**config.mk**
```make
export PLATFORM = sky130hd
export DESIGN_NAME = soft_trig_gen
export DESIGN_NICKNAME = d
export VERILOG_FILES = /design/src/rtl/stg_pkg.sv /design/src/rtl/stg_cmd_decode.sv /design/src/rtl/stg_rate_hold.sv /design/src/rtl/stg_period_timer.sv /design/src/rtl/soft_trig_gen.sv
export SDC_FILE = /design/constraint.sdc
export NUM_CORES = 1
export LEC_CHECK = 0
export BUFFER_PORTS_ARGS = -buffer_cell sky130_fd_sc_hd__buf_2
export CAP_MARGIN = 10
export CORE_MARGIN = 3
export CORE_UTILIZATION = 64
export DETAILED_ROUTE_END_ITERATION = 12
export PLACE_DENSITY = 0.86
export SLEW_MARGIN = 10
export SYNTH_ARGS = -nofsm -noshare
export SYNTH_HDL_FRONTEND = slang
export SYNTH_SLANG_ARGS = --single-unit
export TNS_END_PERCENT = 30
```
**constraint.sdc**
```tcl
create_clock -name clk -period 9.8 [get_ports clk]
set_clock_uncertainty 0.15 [all_clocks]
set_input_delay 0.49 -clock clk [delete_from_list [all_inputs] [get_ports clk]]
set_output_delay 0.49 -clock clk [all_outputs]
set_load 0.01 [all_outputs]
```
**src/rtl/stg_pkg.sv**
```systemverilog
package stg_pkg;

   typedef enum int {
      STG_FLAT    = 0,
      STG_CASCADE = 1
   } stg_count_e;

   // cycles in one 12.5 ms step (1/80 s)
   function automatic int step_cycles(input int clk_hz);
      return clk_hz / 80;
   endfunction

   // counter width able to hold n distinct values (at least 1)
   function automatic int width_for(input int n);
      return (n > 1) ? $clog2(n) : 1;
   endfunction

endpackage

```
**src/rtl/stg_cmd_decode.sv**
```systemverilog
module stg_cmd_decode #(
   parameter int          OP_W   = 8,
   parameter int          SET_W  = 8,
   parameter logic [7:0]  OPCODE = 8'h21,
   localparam int         CMD_W  = OP_W + SET_W
) (
   input  logic             cmd_valid,
   input  logic [CMD_W-1:0] cmd_word,
   output logic             upd_valid,
   output logic [SET_W-1:0] upd_set
);

   logic [OP_W-1:0] op_field;

   always_comb begin
      op_field  = cmd_word[CMD_W-1:SET_W];
      upd_set   = cmd_word[SET_W-1:0];
      upd_valid = cmd_valid && (op_field == OP_W'(OPCODE));
   end

endmodule

```
**src/rtl/stg_rate_hold.sv**
```systemverilog
module stg_rate_hold #(
   parameter int SET_W = 8
) (
   input  logic             clk,
   input  logic             rst,
   input  logic             running,
   input  logic             boundary,
   input  logic             upd_valid,
   input  logic [SET_W-1:0] upd_set,
   output logic [SET_W-1:0] active_set,
   output logic [SET_W-1:0] pend_set,
   output logic             pend_valid
);

   logic apply_now;

   always_comb apply_now = !running || boundary;

   always_ff @(posedge clk) begin
      if (rst) begin
         active_set <= '0;
         pend_set   <= '0;
         pend_valid <= 1'b0;
      end else if (apply_now) begin
         if (upd_valid) begin
            active_set <= upd_set;
            pend_set   <= upd_set;
         end else if (pend_valid) begin
            active_set <= pend_set;
         end
         pend_valid <= 1'b0;
      end else if (upd_valid) begin
         pend_set   <= upd_set;
         pend_valid <= 1'b1;
      end
   end

   AST_HOLD_MIDPERIOD: assert property (@(posedge clk) disable iff (rst)
      (running && !boundary) |=> $stable(active_set));

endmodule

```
**src/rtl/stg_period_timer.sv**
```systemverilog
module stg_period_timer
   import stg_pkg::*;
#(
   parameter int         SET_W       = 8,
   parameter int         STEP_CYC    = 625000,
   parameter int         BASE_STEPS  = 2,
   parameter stg_count_e COUNT_STYLE = STG_FLAT
) (
   input  logic             clk,
   input  logic             rst,
   input  logic             enable,
   input  logic [SET_W-1:0] active_set,
   output logic             boundary,
   output logic             trig
);

   localparam int MAX_STEPS = BASE_STEPS + (1 << SET_W) - 1;
   localparam int MAX_CYC   = MAX_STEPS * STEP_CYC;

   logic term;

   generate
      if (COUNT_STYLE == STG_FLAT) begin : g_flat
         localparam int CNT_W = width_for(MAX_CYC);
         logic [CNT_W-1:0] cnt;
         logic [CNT_W-1:0] period_m1;

         always_comb begin
            period_m1 = CNT_W'((32'(active_set) + 32'(BASE_STEPS))
                               * 32'(STEP_CYC) - 32'd1);
            term      = (cnt == period_m1);
         end

         always_ff @(posedge clk) begin
            if (rst || !enable || term) cnt <= '0;
            else                        cnt <= cnt + 1'b1;
         end

         AST_CNT_RANGE: assert property (@(posedge clk) disable iff (rst)
            enable |-> (cnt <= period_m1));
      end else begin : g_cascade
         localparam int PRE_W = width_for(STEP_CYC);
         localparam int SC_W  = width_for(MAX_STEPS);
         logic [PRE_W-1:0] pre;
         logic [SC_W-1:0]  sc;
         logic [SC_W-1:0]  steps_m1;
         logic             pre_wrap;

         always_comb begin
            steps_m1 = SC_W'(32'(active_set) + 32'(BASE_STEPS) - 32'd1);
            pre_wrap = (pre == PRE_W'(STEP_CYC - 1));
            term     = pre_wrap && (sc == steps_m1);
         end

         always_ff @(posedge clk) begin
            if (rst || !enable || pre_wrap) pre <= '0;
            else                            pre <= pre + 1'b1;
         end

         always_ff @(posedge clk) begin
            if (rst || !enable || term) sc <= '0;
            else if (pre_wrap)          sc <= sc + 1'b1;
         end

         AST_STEP_RANGE: assert property (@(posedge clk) disable iff (rst)
            enable |-> (sc <= steps_m1));
      end
   endgenerate

   always_comb boundary = enable && term;

   always_ff @(posedge clk) begin
      if (rst) trig <= 1'b0;
      else     trig <= boundary;
   end

   AST_ONE_CYCLE: assert property (@(posedge clk) disable iff (rst)
      trig |=> !trig);

endmodule

```
**src/rtl/soft_trig_gen.sv**
```systemverilog
module soft_trig_gen
   import stg_pkg::*;
#(
   parameter int          CLK_FREQ_HZ = 50_000_000,
   parameter int          OP_W        = 8,
   parameter int          SET_W       = 8,
   parameter logic [7:0]  OPCODE      = 8'h21,
   parameter int          BASE_STEPS  = 2,
   parameter stg_count_e  COUNT_STYLE = STG_FLAT
) (
   input  logic        clk,
   input  logic        rst,
   input  logic        enable,
   input  logic        cmd_valid,
   input  logic [15:0] cmd_word,
   output logic        trig_pulse
);

   localparam int CMD_W    = OP_W + SET_W;
   localparam int STEP_CYC = step_cycles(CLK_FREQ_HZ);

   generate
      if (CMD_W != 16) begin : g_bad_cmd
         $error("soft_trig_gen: opcode plus setting must span 16 bits");
      end
      if (CLK_FREQ_HZ % 80 != 0 || STEP_CYC < 1) begin : g_bad_clk
         $error("soft_trig_gen: clock must be a positive multiple of 80 Hz");
      end
      if (BASE_STEPS < 1 || BASE_STEPS * STEP_CYC < 2) begin : g_bad_base
         $error("soft_trig_gen: shortest period must be at least 2 cycles");
      end
   endgenerate

   logic             upd_valid;
   logic [SET_W-1:0] upd_set;
   logic [SET_W-1:0] active_set;
   logic [SET_W-1:0] pend_set;
   logic             pend_valid;
   logic             boundary;

   stg_cmd_decode #(
      .OP_W   (OP_W),
      .SET_W  (SET_W),
      .OPCODE (OPCODE)
   ) u_dec (
      .cmd_valid (cmd_valid),
      .cmd_word  (cmd_word),
      .upd_valid (upd_valid),
      .upd_set   (upd_set)
   );

   stg_rate_hold #(
      .SET_W (SET_W)
   ) u_hold (
      .clk        (clk),
      .rst        (rst),
      .running    (enable),
      .boundary   (boundary),
      .upd_valid  (upd_valid),
      .upd_set    (upd_set),
      .active_set (active_set),
      .pend_set   (pend_set),
      .pend_valid (pend_valid)
   );

   stg_period_timer #(
      .SET_W       (SET_W),
      .STEP_CYC    (STEP_CYC),
      .BASE_STEPS  (BASE_STEPS),
      .COUNT_STYLE (COUNT_STYLE)
   ) u_timer (
      .clk        (clk),
      .rst        (rst),
      .enable     (enable),
      .active_set (active_set),
      .boundary   (boundary),
      .trig       (trig_pulse)
   );

   AST_FOREIGN_OP_IGNORED: assert property (@(posedge clk) disable iff (rst)
      (cmd_valid && cmd_word[CMD_W-1:SET_W] != OP_W'(OPCODE) && !pend_valid)
      |=> $stable(pend_set));

   AST_NO_TRIG_WHEN_OFF: assert property (@(posedge clk) disable iff (rst)
      !enable |=> !trig_pulse);

   AST_RESET_CLEARS: assert property (@(posedge clk)
      rst |=> (!trig_pulse && active_set == '0));

endmodule

```
==> flow_summary_export.csv, run 1 <==
group,metric,value,unit
place,detailed_place.area,5910,sq um
min_path,min-delay-start,"u_timer.g_flat.cnt[0]$_SDFF_PP0_",
global_route,gr-usage-all-layers,28.0,%
final_layout,drive_gt1_share,10.6,%
flow_run,total_of_max_cap_violations,0,
global_route,antenna_violations_before_repair,0,
logic_synthesis,synth_cell_type_count,80,
worst_setup_path,worstPathRequired,9850,ps
worst_setup_path,critical_path_class,"register to register",
floorplan,die-area,10200,sq um
final_layout,antenna_cells_inserted,0,
logic_synthesis,netlist_area_before_placement,5770,sq um
clock_network,cts.sink_count,46,
global_route,grt_remaining_overflow,0,
place,final_wtd_congestion,0.916,
worst_setup_path,crit-reg2reg-capture,"u_hold.active_set[6]$_SDFFE_PP0P_",
final_layout,layout.cells.non_filler,784,
place,dp_hpwl,11.1,mm
sta,final_period_minus_worst_setup_slack,8250,ps
sta,maxSlewHeadroom,30.2,%
global_route,grt_pass1_vias,5111,
clock_network,post-cts-setup-buffer-count,0,
worst_setup_path,category_of_cells_accounting_for_the_largest_share_of_critical_path_delay,"adder cells",
sta,fin_hold_ws,308,ps
logic_synthesis,post-synth-top-area-fraction,16.0,%
worst_setup_path,crit_path_cells,"ha_1 -> nand3_1 -> nor2_1 -> xor2_1 -> ha_1 -> fa_1 -> fa_1 -> fa_1 -> ha_1 -> o211a_1 -> a21bo_2 -> a21boi_0 -> o21ai_0 -> a211oi_2 -> nand4_1 -> or4_1 -> a22oi_1 -> a221oi_2 -> o31ai_4 -> mux2_4",
place,placement.io_buffers,20,
logic_synthesis,flops_latches_synth,46,
route,antenna_violating_nets_left,0,
final_layout,design.final.nets,794,
clock_network,cts_tree,"built",
logic_synthesis,synth.net_count,787,
clock_network,gates_resized_cts_repair,0,
min_path,hold-path-cell-count,1,
sta,tightestPinTransition,1050,ps
final_layout,layout.filler_cells,647,
final_layout,finalInstanceArea,6000,sq um
logic_synthesis,synth_sequential_area_ratio,16.0,%
worst_setup_path,crit_slowest_cell,"sky130_fd_sc_hd__xor2_1",
clock_network,clk-insertion-delay-late,300,ps
global_route,grt_start_max_net_pins,29,
sta,postLayoutSetupSlackWorst,1550,ps
worst_setup_path,r2r_cells,20,
route,via_count,5025,
logic_synthesis,synth.top_cells.by_area,"sky130_fd_sc_hd__dfxtp_1, sky130_fd_sc_hd__ha_1, sky130_fd_sc_hd__fa_1",
clock_network,cts.htree.levels,2,
worst_setup_path,worst_setup_sp_type,"register",
min_path,min_delay_worst_endpoint,"u_timer.g_flat.cnt[0]$_SDFF_PP0_",
worst_setup_path,worst_reg2reg_setup_slack,1550,ps
place,post-place-ws,1740,ps
clock_network,cts_max_path_buffers,2,
route,drt-pass1-iter-count,6,
clock_network,clock_tree.root_cell,"sky130_fd_sc_hd__clkbuf_8",
floorplan,core_area,8460,sq um
sta,final.setup.tns,0,ps
logic_synthesis,synthCells,671,
route,drc_errors,0,
floorplan,core.rowCount,33,
sta,maxSlewViolCount,0,
worst_setup_path,worst_r2r_startpoint,"u_hold.active_set[1]$_SDFFE_PP0P_",
logic_synthesis,synth-edff-count,0,
clock_network,cts.clk_slew.worst_paths,90,ps
outcome,run_status,"finished clean",
worst_setup_path,worst-path-max-fanout,10,
min_path,hold_path.class,"register to register",
worst_setup_path,worstPathBufferInverterCount,0,
worst_setup_path,worst_setup_path_end_kind,"register",
floorplan,num_io_pins,21,
floorplan,floorplan.die.height,101,microns
pwr,fin_total_pwr,0.315,mW
place,dpl.cell_count,776,
final_layout,area_growth,4.12,%
worst_setup_path,critical_path.max_stage_delay,720,ps
logic_synthesis,proportion_of_register_bits_with_asynchronous_set_or_reset_after_synthesis,0,%
sta,grt_setup_unrepaired,"false",
final_layout,utilization,70.9,%
floorplan,floorplan.die.width,101,microns
sta,setup_violations,0,
clock_network,ctsHoldBuffers,0,
floorplan,floorplan.initialDensity,68.1,%
pwr,p_per_area,52.4,nW/um^2
worst_setup_path,data_arrival_time_of_the_worst_path,8300,ps
logic_synthesis,post_synth.cell_area_avg,8.59,sq um
route,routed_via_count_divided_by_cell_count,6.41,
pwr,total_leakage_power,2.70,nW
logic_synthesis,ys.flop_type,"sky130_fd_sc_hd__dfxtp_1",
logic_synthesis,ys_warn_count,0,
logic_synthesis,synth_top_area_cell,"sky130_fd_sc_hd__dfxtp_1",
sta,max_freq,121,MHz
route,drtIter0Drc,322,
pwr,vdd.ir_drop.worst,0.0698,mV
global_route,grt_first_pass_wirelength,23.3,mm
route,route.final.wire_length,13.6,mm
sta,final_report_hold_violation_count,0,
clock_network,cts_inserted_buffers,5,
route,routedWlPerCell,17.4,microns
sta,final_min_period_over_clock_period,84.2,%
layout make-up:
cell class | count | area, sq um | area share, %
Tap cell | 105 | 131 | 2.19
Inverter | 49 | 184 | 3.06
Sequential cell | 46 | 921 | 15.3
Timing Repair Buffer | 20 | 100 | 1.67
Multi-Input combinational cell | 556 | 4580 | 76.2
Clock buffer | 5 | 68.8 | 1.15
Clock inverter | 3 | 21.3 | 0.354
power breakdown:
group          internal (mW)  switching [mW]  total [mW]  leakage, nW
logic                0.00371         0.00453     0.00825         2.28
clock network         0.0502          0.0686       0.119       0.0441
registers              0.187        0.000279       0.187        0.371
state kept, by name, indices dropped and copies added, names as in the netlist:
register,flops
u_hold.active_set,8
u_hold.pend_set,8
u_hold.pend_valid,1
u_timer.g_flat.cnt,28
u_timer.trig,1
cells in the mapped netlist, types with 4 or more instances:
master / instances
sky130_fd_sc_hd__a211oi_1: 4
sky130_fd_sc_hd__a211oi_2: 4
sky130_fd_sc_hd__a21o_1: 12
sky130_fd_sc_hd__a21oi_1: 26
sky130_fd_sc_hd__a31o_2: 4
sky130_fd_sc_hd__a31oi_1: 6
sky130_fd_sc_hd__and2_1: 10
sky130_fd_sc_hd__and3_1: 12
sky130_fd_sc_hd__and4_1: 6
sky130_fd_sc_hd__buf_2: 4
sky130_fd_sc_hd__clkbuf_1: 13
sky130_fd_sc_hd__dfxtp_1: 46
sky130_fd_sc_hd__fa_1: 24
sky130_fd_sc_hd__ha_1: 72
sky130_fd_sc_hd__inv_1: 49
sky130_fd_sc_hd__mux2_4: 8
sky130_fd_sc_hd__mux2i_1: 8
sky130_fd_sc_hd__nand2_1: 36
sky130_fd_sc_hd__nand2b_1: 6
sky130_fd_sc_hd__nand3_1: 20
sky130_fd_sc_hd__nand4_1: 12
sky130_fd_sc_hd__nand4b_1: 4
sky130_fd_sc_hd__nor2_1: 71
sky130_fd_sc_hd__nor2b_1: 10
sky130_fd_sc_hd__nor3_1: 12
sky130_fd_sc_hd__nor3b_1: 5
sky130_fd_sc_hd__o21a_1: 4
sky130_fd_sc_hd__o21ai_0: 21
sky130_fd_sc_hd__or2_2: 6
sky130_fd_sc_hd__or3_1: 7
sky130_fd_sc_hd__xnor2_1: 38
sky130_fd_sc_hd__xor2_1: 35
cells in the final DEF (no fill, tap or decap), types with 6 or more instances in the layout:
master / instances
sky130_fd_sc_hd__buf_2: 20
sky130_fd_sc_hd__nand4_1: 12
sky130_fd_sc_hd__dfxtp_1: 46
sky130_fd_sc_hd__a31oi_1: 6
sky130_fd_sc_hd__nor2b_1: 10
sky130_fd_sc_hd__a21o_1: 12
sky130_fd_sc_hd__and4_1: 6
sky130_fd_sc_hd__inv_1: 49
sky130_fd_sc_hd__xnor2_1: 38
sky130_fd_sc_hd__o21ai_0: 21
sky130_fd_sc_hd__or2_2: 6
sky130_fd_sc_hd__nor3_1: 12
sky130_fd_sc_hd__nand3_1: 20
sky130_fd_sc_hd__nand2_1: 36
sky130_fd_sc_hd__nand2b_1: 6
sky130_fd_sc_hd__xor2_1: 35
sky130_fd_sc_hd__and3_1: 12
sky130_fd_sc_hd__mux2i_1: 8
sky130_fd_sc_hd__a21oi_1: 26
sky130_fd_sc_hd__ha_1: 72
sky130_fd_sc_hd__fa_1: 24
sky130_fd_sc_hd__nor2_1: 71
sky130_fd_sc_hd__or3_1: 7
sky130_fd_sc_hd__mux2_4: 8
sky130_fd_sc_hd__and2_1: 10
how the worst max path moves through the flow:
stage | slack, ps | to | cells after the start | from
after floorplan | 2780 | u_hold.active_set[0]$_SDFFE_PP0P_ | 21 | u_hold.active_set[1]$_SDFFE_PP0P_
after global placement | 2110 | u_hold.active_set[5]$_SDFFE_PP0P_ | 20 | u_hold.active_set[1]$_SDFFE_PP0P_
after detailed placement | 1740 | u_hold.active_set[1]$_SDFFE_PP0P_ | 20 | u_hold.active_set[1]$_SDFFE_PP0P_
after CTS | 1670 | u_hold.active_set[6]$_SDFFE_PP0P_ | 20 | u_hold.active_set[1]$_SDFFE_PP0P_
after global routing | 1070 | u_hold.pend_valid$_SDFFE_PP0P_ | 20 | u_hold.active_set[1]$_SDFFE_PP0P_
final | 1550 | u_hold.active_set[6]$_SDFFE_PP0P_ | 20 | u_hold.active_set[1]$_SDFFE_PP0P_
logic make-up (layout without fill, tap and decap cells):
family                   after synthesis  in the layout  share of synthesized area (%)
multiplexers                          17             17                           3.86
AND/OR/NAND/NOR                      236            236                           21.9
XOR/XNOR                              76             76                           12.2
AO/OA/AOI/OAI                        131            131                           17.4
buffers and inverters                 69             77                           4.64
adder cells (fa/ha/maj)               96             96                           24.0
flip-flops                            46             46                           16.0
per-layer routing:
layer | vias to the layer above | global-route usage (%) | routed length [microns]
met5 | - | 0 | 0
met4 | 0 | 10.4 | 350
met3 | 41 | 2.98 | 723
met2 | 183 | 50.4 | 6830
met1 | 2397 | 34.2 | 5740
li1 | 2404 | - | -
Note: power is estimated with default switching activity, not from simulation.
==> run 2: changes to the inputs <==
--- a/config.mk
+++ b/config.mk
@@ -8,9 +8,9 @@
 export BUFFER_PORTS_ARGS = -buffer_cell sky130_fd_sc_hd__buf_2
 export CAP_MARGIN = 10
 export CORE_MARGIN = 3
-export CORE_UTILIZATION = 64
+export CORE_UTILIZATION = 58
 export DETAILED_ROUTE_END_ITERATION = 12
-export PLACE_DENSITY = 0.86
+export PLACE_DENSITY = 0.82
 export SLEW_MARGIN = 10
 export SYNTH_ARGS = -nofsm -noshare
 export SYNTH_HDL_FRONTEND = slang
==> constraint.sdc (replaced) <==
create_clock -name clk -period 6.6 [get_ports clk]
set_clock_uncertainty 0.15 [all_clocks]
set_input_delay 0.33 -clock clk [delete_from_list [all_inputs] [get_ports clk]]
set_output_delay 0.33 -clock clk [all_outputs]
set_load 0.01 [all_outputs]
==> run 2 against run 1 <==
Net effect: global-route usage fell by 1.4 points; sequential power rose by 49%; cell area rose by 16%; power rose by 51%; worst hold slack got worse by 150 ps; largest power group unchanged; die area rose by 9.7%; wire length rose by 15%.
==> flow_summary_export.csv, run 2 (same netlist as run 1, synthesis figures left out) <==
group,metric,value,unit
sta,setup_violations,0,
final_layout,area_growth,21.3,%
clock_network,ctsHoldBuffers,0,
sta,postLayoutSetupSlackWorst,96.8,ps
sta,final_period_minus_worst_setup_slack,6500,ps
clock_network,clock_tree.root_cell,"sky130_fd_sc_hd__clkbuf_8",
global_route,grt_pass1_vias,5194,
clock_network,cts_inserted_buffers,5,
worst_setup_path,worst-path-max-fanout,8,
route,routedWlPerCell,18.2,microns
final_layout,layout.filler_cells,668,
final_layout,drive_gt1_share,24.7,%
route,antenna_violating_nets_left,0,
sta,maxSlewHeadroom,57.3,%
clock_network,cts.sink_count,46,
route,routed_via_count_divided_by_cell_count,6.16,
sta,maxSlewViolCount,0,
final_layout,regMostFlops,"u_timer.g_flat.cnt",
floorplan,die-area,11200,sq um
sta,max_freq,154,MHz
floorplan,num_io_pins,21,
sta,tightestPinTransition,637,ps
global_route,globalRouteMet1Util,34.4,%
worst_setup_path,worst_setup_path_end_kind,"register",
floorplan,core.rowCount,35,
floorplan,floorplan.die.height,106,microns
place,placement.io_buffers,20,
final_layout,finalInstanceArea,6990,sq um
min_path,hold_path.class,"input port to register",
worst_setup_path,worst_setup_sp_type,"register",
floorplan,floorplan.die.width,106,microns
pwr,p_per_area,67.9,nW/um^2
final_layout,largest_register_ff_count,28,
sta,final_report_hold_violation_count,0,
floorplan,floorplan.initialDensity,61.0,%
worst_setup_path,critical_path_class,"register to register",
global_route,gr-usage-all-layers,26.6,%
flow_run,total_of_max_cap_violations,0,
sta,final_min_period_over_clock_period,98.5,%
global_route,grt_start_max_net_pins,29,
global_route,grt.met2_usage,47.0,%
final_layout,layout.cells.most_common,"sky130_fd_sc_hd__nor2_1",
global_route,grt_first_pass_wirelength,24.5,mm
clock_network,cts_max_path_buffers,2,
place,final_wtd_congestion,0.952,
worst_setup_path,worst_reg2reg_setup_slack,100,ps
worst_setup_path,worstPathRequired,6650,ps
clock_network,cts.clk_slew.worst_paths,90,ps
final_layout,utilization,73.9,%
floorplan,core_area,9460,sq um
pwr,fin_total_pwr,0.475,mW
place,post-place-ws,-314,ps
global_route,global_route.usage.met3,2.33,%
outcome,run_status,"finished clean",
place,detailed_place.area,6300,sq um
route,drtIter0Drc,299,
final_layout,design.final.nets,852,
route,route.final.wire_length,15.7,mm
route,drc_errors,0,
global_route,grt_remaining_overflow,0,
global_route,antenna_violations_before_repair,0,
clock_network,clk-insertion-delay-late,320,ps
final_layout,antenna_cells_inserted,0,
clock_network,cts_tree,"built",
worst_setup_path,data_arrival_time_of_the_worst_path,6560,ps
pwr,vdd.ir_drop.worst,0.0823,mV
final_layout,largestRegisters,"u_timer.g_flat.cnt x28, u_hold.active_set x8, u_hold.pend_set x8",
pwr,total_leakage_power,3.05,nW
route,drt-pass1-iter-count,6,
final_layout,final_cell_mix,"sky130_fd_sc_hd__nor2_1, sky130_fd_sc_hd__ha_1, sky130_fd_sc_hd__buf_4",
place,dp_hpwl,11.5,mm
route,via_count,5338,
global_route,layer_with_the_highest_usage_after_global_routing,"met2",
clock_network,cts.htree.levels,2,
## run 2: changes by cell type in the layout (fill, tap and decap cells not counted), sizes merged
cell / delta
buf: +58
## run 2: layout make-up
type                       count  area (sq um)  area share [%]
sequential                    46           930            13.3
multi-input combinational    556          5060            72.3
tap                          129           161            2.31
clock inverter                 3          18.8           0.268
inverter                      49           188            2.68
timing repair buffer          78           568            8.12
clock buffer                   5          68.8           0.984
## run 2: worst max-delay path: stages (launching register included)
cell and delay (ps):
sky130_fd_sc_hd__dfxtp_4 380, sky130_fd_sc_hd__ha_4 150, sky130_fd_sc_hd__nand3_4 100, sky130_fd_sc_hd__nor2_4 160, sky130_fd_sc_hd__xor2_4 220, sky130_fd_sc_hd__buf_4 150, sky130_fd_sc_hd__xnor2_1 160, sky130_fd_sc_hd__ha_1 300
sky130_fd_sc_hd__fa_1 530, sky130_fd_sc_hd__fa_1 530, sky130_fd_sc_hd__ha_4 320, sky130_fd_sc_hd__nand2_2 70, sky130_fd_sc_hd__o31ai_4 490, sky130_fd_sc_hd__and3_4 290, sky130_fd_sc_hd__nor3_2 70, sky130_fd_sc_hd__buf_4 150
sky130_fd_sc_hd__a211o_4 310, sky130_fd_sc_hd__nor4_4 290, sky130_fd_sc_hd__nand4bb_1 170, sky130_fd_sc_hd__xnor2_1 260, sky130_fd_sc_hd__buf_4 180, sky130_fd_sc_hd__o2111ai_4 170, sky130_fd_sc_hd__o31ai_4 310, sky130_fd_sc_hd__buf_12 170
sky130_fd_sc_hd__mux2_4 300
## run 2: path summary, 6_finish.rpt
path | start | end | cells past startpoint
max | u_hold.active_set[1]$_SDFFE_PP0P_ | u_hold.active_set[0]$_SDFFE_PP0P_ | 24
max reg2reg | u_hold.active_set[1]$_SDFFE_PP0P_ | u_hold.active_set[0]$_SDFFE_PP0P_ | 24
min reg2reg | u_timer.g_flat.cnt[0]$_SDFF_PP0_ | u_timer.g_flat.cnt[0]$_SDFF_PP0_ | 1
min | cmd_word[7] | u_hold.pend_set[7]$_SDFFE_PP0P_ | 3
## run 2: per-layer routing
layer / part of all wire [%] / wire [microns]
met1: 41 / 6520
met2: 51 / 8010
met3: 4.5 / 707
met4: 3.1 / 488
met5: 0 / 0
## run 2: metrics by stage
step           std cells  TNS [ps]  hold WS [ps]
6_report             866         0           153
2_1_floorplan        671         0           264
3_5_place_dp         834     -6970           297
3_3_place_gp         834     -1780           280
4_1_cts              852         0           150
5_1_grt              866     -1990           160
## run 2: timing repair
action,CTS,global route
pin swaps,12,34
resized for setup,20,56
setup buffers,10,14
setup endpoints to repair,36,37
## run 2: power by group
part / internal [mW] / total [mW] / switching, mW
logic: 0.00673 / 0.0138 / 0.00712
clock network: 0.0748 / 0.183 / 0.108
registers: 0.278 / 0.278 / 0.000413
